## config.mk

```make
export PLATFORM = sky130hd
export DESIGN_NAME = mode_counter_shifter
export DESIGN_NICKNAME = d
export VERILOG_FILES = /design/src/rtl/mcs_pkg.sv /design/src/rtl/mcs_next.sv /design/src/rtl/mcs_term.sv /design/src/rtl/mode_counter_shifter.sv
export SDC_FILE = /design/constraint.sdc
export NUM_CORES = 1
export LEC_CHECK = 0
export ABC_AREA = 1
export BUFFER_PORTS_ARGS = -buffer_cell sky130_fd_sc_hd__buf_2
export CELL_PAD_IN_SITES_DETAIL_PLACEMENT = 0
export CELL_PAD_IN_SITES_GLOBAL_PLACEMENT = 1
export CORE_UTILIZATION = 30
export CTS_CLUSTER_SIZE = 8
export DETAILED_ROUTE_END_ITERATION = 10
export MAX_ROUTING_LAYER = met4
export PLACE_DENSITY_LB_ADDON = 0.1
export SKIP_LAST_GASP = 1
export SLEW_MARGIN = 20
export SYNTH_ARGS = -nofsm -noshare
export SYNTH_HDL_FRONTEND = slang
export SYNTH_SLANG_ARGS = --single-unit
```

## constraint.sdc

```tcl
create_clock -name clk -period 1.65 [get_ports clk]
set_input_delay 0.0825 -clock clk [delete_from_list [all_inputs] [get_ports clk]]
set_output_delay 0.0825 -clock clk [all_outputs]
set_load 0.03 [all_outputs]
```

## src/rtl/mcs_pkg.sv

```systemverilog
`timescale 1ns/1ps
package mcs_pkg;
    typedef enum logic [2:0] {
        OP_LOAD   = 3'd0,
        OP_INVERT = 3'd1,
        OP_TO_LSB = 3'd2,
        OP_TO_MSB = 3'd3,
        OP_DOWN   = 3'd4,
        OP_CLEAR  = 3'd5,
        OP_UP     = 3'd6,
        OP_HOLD   = 3'd7
    } mcs_op_e;
endpackage

```

## src/rtl/mcs_next.sv

```systemverilog
`timescale 1ns/1ps
module mcs_next
    import mcs_pkg::*;
#(
    parameter int WIDTH = 4
) (
    input  mcs_op_e          op,
    input  logic [WIDTH-1:0] cur,
    input  logic [WIDTH-1:0] preset,
    input  logic             par_en_n,
    input  logic             trickle_n,
    input  logic             ser_lsb,
    output logic [WIDTH-1:0] nxt
);
    localparam logic [WIDTH-1:0] ONE = WIDTH'(1);
    logic go;

    assign go = ~(par_en_n | trickle_n);

    always_comb begin
        nxt = cur;
        case (op)
            OP_LOAD:   nxt = preset;
            OP_INVERT: nxt = ~cur;
            OP_TO_LSB: nxt = {ser_lsb, cur[WIDTH-1:1]};
            OP_TO_MSB: nxt = {cur[WIDTH-2:0], trickle_n};
            OP_DOWN:   nxt = go ? cur - ONE : cur;
            OP_CLEAR:  nxt = '0;
            OP_UP:     nxt = go ? cur + ONE : cur;
            default:   nxt = cur;
        endcase
    end
endmodule

```

## src/rtl/mcs_term.sv

```systemverilog
`timescale 1ns/1ps
module mcs_term
    import mcs_pkg::*;
#(
    parameter int WIDTH = 4
) (
    input  mcs_op_e          op,
    input  logic [WIDTH-1:0] cur,
    input  logic             trickle_n,
    output logic             term_n
);
    localparam logic [WIDTH-1:0] TOP = '1;

    always_comb begin
        case (op)
            OP_UP:     term_n = trickle_n | (cur != TOP);
            OP_DOWN:   term_n = trickle_n | (cur != '0);
            OP_TO_LSB,
            OP_TO_MSB: term_n = cur[WIDTH-1];
            default:   term_n = 1'b1;
        endcase
    end
endmodule

```

## src/rtl/mode_counter_shifter.sv

```systemverilog
`timescale 1ns/1ps
module mode_counter_shifter
    import mcs_pkg::*;
#(
    parameter int WIDTH = 4
) (
    input  logic             clk,
    input  logic             mrst,
    input  logic [2:0]       op_sel,
    input  logic [WIDTH-1:0] preset,
    input  logic             par_en_n,
    input  logic             trickle_n,
    input  logic             ser_lsb,
    output logic [WIDTH-1:0] q,
    output logic [WIDTH-1:0] q_n,
    output logic             term_n
);
    localparam logic [WIDTH-1:0] TOP = '1;

    typedef struct packed {
        logic [WIDTH-1:0] val;
    } mcs_state_s;

    mcs_state_s st_d, st_q;
    mcs_op_e    op;
    logic [WIDTH-1:0] nxt_val;

    assign op = mcs_op_e'(op_sel);

    mcs_next #(.WIDTH(WIDTH)) u_next (
        .op        (op),
        .cur       (st_q.val),
        .preset    (preset),
        .par_en_n  (par_en_n),
        .trickle_n (trickle_n),
        .ser_lsb   (ser_lsb),
        .nxt       (nxt_val)
    );

    mcs_term #(.WIDTH(WIDTH)) u_term (
        .op        (op),
        .cur       (st_q.val),
        .trickle_n (trickle_n),
        .term_n    (term_n)
    );

    always_comb begin
        st_d     = st_q;
        st_d.val = nxt_val;
    end

    always_ff @(posedge clk or posedge mrst) begin
        if (mrst) st_q <= '0;
        else      st_q <= st_d;
    end

    assign q   = st_q.val;
    assign q_n = ~st_q.val;

    always @(posedge clk) begin
        if (mrst) assert_reset_clear_R2: assert (q == '0);
    end

    always_comb begin
        assert_inverse_out_R13: assert (mrst || (q_n ^ q) == TOP || $isunknown(q));
    end

    assert_hold_R12: assert property (@(posedge clk) disable iff (mrst)
        (op_sel == 3'd7) |=> $stable(q));

    assert_clear_R12: assert property (@(posedge clk) disable iff (mrst)
        (op_sel == 3'd5) |=> (q == '0));

    assert_invert_R4: assert property (@(posedge clk) disable iff (mrst)
        (op_sel == 3'd1) |=> (q == ~$past(q)));

    assert_count_gated_R8: assert property (@(posedge clk) disable iff (mrst)
        ((op_sel == 3'd4 || op_sel == 3'd6) && (par_en_n || trickle_n)) |=> $stable(q));

    assert_term_count_R9: assert property (@(posedge clk) disable iff (mrst)
        ((op_sel == 3'd6 || op_sel == 3'd4) && trickle_n) |-> term_n);

    assert_term_shift_R10: assert property (@(posedge clk) disable iff (mrst)
        (op_sel == 3'd2 || op_sel == 3'd3) |-> (term_n == q[WIDTH-1]));

    assert_term_idle_R11: assert property (@(posedge clk) disable iff (mrst)
        (op_sel == 3'd0 || op_sel == 3'd1 || op_sel == 3'd5 || op_sel == 3'd7) |-> term_n);
endmodule

```

==> results.json <==
{
  "worstSetupEndpointType": "primary output",
  "power_frac_comb_pct": 60.4,
  "area_delta_synth_final_pct": 42.6,
  "crit_slowest_cell": "dfrtp_1",
  "antenna_found_initial": 0,
  "synth_nets": 105,
  "switching_share_pct": 49.2,
  "synth_cells": 90,
  "die_h_um": 43.8,
  "relSlewSlack_pct": 82.3,
  "max-vdd-ir-drop_mv": 0.457,
  "first_global_vias": 648,
  "initial_utilization_pct": 33.5,
  "maxCapViolCount": 0,
  "die_x_um": 43.8,
  "synthSimpleGateAreaFrac_pct": 51.2,
  "synth_area_um2": 523,
  "diodes": 0,
  "whs_ps": 173,
  "drv_slew": 0,
  "r2r_cells": 6,
  "synthTopCellsByArea": "nand2_1, dfrtp_1, nor2_1",
  "worstSetupStartpointType": "flop",
  "synth_seq_cells": 4,
  "fin_crit_ps": 1500,
  "synth.distinct_cells": 21,
  "initialDrtViolationCount": 12,
  "status": "complete, but fails checks",
  "core_mm2": 0.00156,
  "skew_ps": 0.169,
  "cts.sinks": 4,
  "async_reset_ff_share_pct": 100,
  "hold_depth": 5,
  "crit_type": "flop to primary output",
  "power_switching_w": 0.000352,
  "numCtsBuffers": 3,
  "r2r_setup_slack_ps": 170,
  "crit_path_max_incr_delay_ps": 380,
  "ios": 21,
  "p_leak_nw": 0.410,
  "routed-via-count": 641,
  "p_seq_share_pct": 20.7,
  "regToRegStartpoint": "q[0]",
  "hpwl_um": 1260,
  "synth_compound_area_share_pct": 9.33,
  "synth_mux_area_share_pct": 0,
  "arrival_ps": 1420,
  "setup_viol": 0,
  "clkTransAtPathRegs_ps": 40,
  "numPortBuffers": 20,
  "grt_max_degree": 8,
  "synth-xor-area-share_pct": 1.67,
  "cts.path.max_buffers": 2,
  "worstMarginPinSlew_ps": 264,
  "rsz0062_at_grt": "no",
  "fmax_mhz": 665,
  "required_ps": 1570,
  "routedWlPerCell_um": 10.7,
  "avgSynthCellArea_um2": 5.81,
  "hold_viol": 0,
  "p_int_w": 0.000363,
  "finalSetupTns_ps": 0,
  "htree_levels": 1,
  "crit-reg2reg-capture": "q[2]",
  "hold_class": "primary input to flop",
  "core.rowCount": 14,
  "ys.flop_type": "dfrtp_1",
  "cts_root_buf": "clkbuf_4",
  "drc": 2,
  "cts_tree": "yes",
  "holdPathEnd": "q[1]",
  "grt_pass1_wl_um": 2700,
  "min-delay-start": "preset[1]",
  "routed_via_density": 4.61,
  "clk_latency_ps": 240,
  "drt_pre_antenna_iters": 7,
  "ys_seq_area_share_pct": 19.1,
  "synth_edf_count": 0,
  "min_period_over_period_pct": 91.1,
  "die_area_mm2": 0.00191,
  "yosys_warnings": 0,
  "clkPwrFrac_pct": 18.9,
  "ant_nets": 0,
  "gp_congestion": 0.766,
  "gr-total-overflow": 0,
  "violations": "design-rule violations",
  "path_cells": "buf_4 -> inv_1 -> nand2_1 -> o21ai_1 -> o211ai_1 -> nand2_1 -> inv_1 -> buf_2",
  "synth_top_cells_by_count": "nand2_1, nor2_1, inv_1, inv_2, nand3_1",
  "synth_top_area_share_pct": 25.1,
  "path_max_fanout": 5,
  "yosysTopAreaCell": "nand2_1",
  "synth_top_family_by_area": "simple AND/OR/NAND/NOR gates",
  "power.density_mw_per_mm2": 959,
  "synth_most_common_cell": "nand2_1",
  "routed_wl_um": 1490,
  "grtUsageTotal_pct": 19.9,
  "synthAdderAreaFrac_pct": 8.61,
  "largest_register_ffs": 4,
  "nets": 139,
  "drive_above_1_share_pct": 37.4
}
## layout make-up
class,count,area (µm²)
Inverter,14,56.3
Tap cell,16,20.0
Fill cell,172,813
Sequential cell,4,103
Multi-Input combinational cell,72,370
Clock buffer,4,26.3
Timing Repair Buffer,29,170
## logic make-up (layout without fill, tap and decap cells)
family | count (synthesis) | after routing
adder cells (fa/ha/maj) | 3 | 3
buffers and inverters | 14 | 47
flip-flops | 4 | 4
AO/OA/AOI/OAI | 7 | 7
XOR/XNOR | 1 | 1
AND/OR/NAND/NOR | 61 | 61
## critical path, delay by kind of cell, from the launching register on
kind / cells / cell delay [ps]
AO/OA/AOI/OAI: 2 / 210
buffers and inverters: 4 / 460
flip-flops: 1 / 380
AND/OR/NAND/NOR: 2 / 130
## how the worst max path moves through the flow
stage,to,from
after floorplan,q[1],q[0]
after global placement,q[3],op_sel[2]
after detailed placement,q[3],op_sel[2]
after CTS,term_n,q[2]
after global routing,q[3],op_sel[2]
final,term_n,q[2]
## metal layers
layer  GRT usage [%]  wire length (µm)  up-vias
li1                -                 -      348
met1            25.4               768      279
met2            31.0               678       14
met3            2.50                44        0
met4            9.38                 0        0
met5               -                 0        -
## power groups by stage
stage / clock (W) / sequential [W] / combinational, W
final: 0.000135 / 0.000148 / 0.000432
after global routing: 0.000151 / 0.000151 / 0.000480
after CTS: 0.000142 / 0.000148 / 0.000435
after detailed placement: 0 / 0.000149 / 0.000432
after global placement: 0 / 0.000149 / 0.000426
after floorplan: 0 / 0.000199 / 0.000227
## per-stage QoR
| step | instances | util (%) | total power [W] | instance area (µm²) | setup slack (ps) |
|---|---|---|---|---|---|
| floorplan | 90 | - | 0.000426 | 529 | -16.8 |
| global placement | 134 | 45.5 | 0.000575 | 709 | -19.8 |
| detailed placement | 134 | 45.5 | 0.000581 | 709 | -40.6 |
| CTS | 139 | 47.8 | 0.000725 | 746 | 97.5 |
| global route | 139 | 47.8 | 0.000782 | 746 | 25.1 |
| finish | 139 | 47.8 | 0.000715 | 746 | 147 |
## cell usage in the layout (no fill, tap or decap)
| master | count |
|---|---|
| nand2_1 | 35 |
| buf_2 | 20 |
| nor2_1 | 12 |
| buf_4 | 8 |
| inv_2 | 6 |
| inv_1 | 6 |
| nand3_1 | 5 |
| nand4_1 | 3 |
| o21ai_1 | 3 |
| clkbuf_4 | 3 |
| nand3_2 | 2 |
| a21oi_1 | 2 |
| ha_1 | 2 |
| dfrtp_2 | 2 |
| dfrtp_1 | 2 |
| nor2_2 | 1 |
| clkinvlp_4 | 1 |
| nand2_2 | 1 |
| nor3_2 | 1 |
| o21ai_4 | 1 |
| clkinv_1 | 1 |
| nor3_1 | 1 |
| o211ai_1 | 1 |
| xor2_1 | 1 |
| fa_1 | 1 |
| clkbuf_1 | 1 |
| dlygate4sd3_1 | 1 |
## timing repair
action / CTS / global route
gates resized for setup: 0 / 1
buffers inserted: 0 / 0
hold buffers: 1 / 0
hold endpoints to repair: 4 / 0
endpoints found under the setup margin: 0 / 1
(Power assumes the default switching activity.)
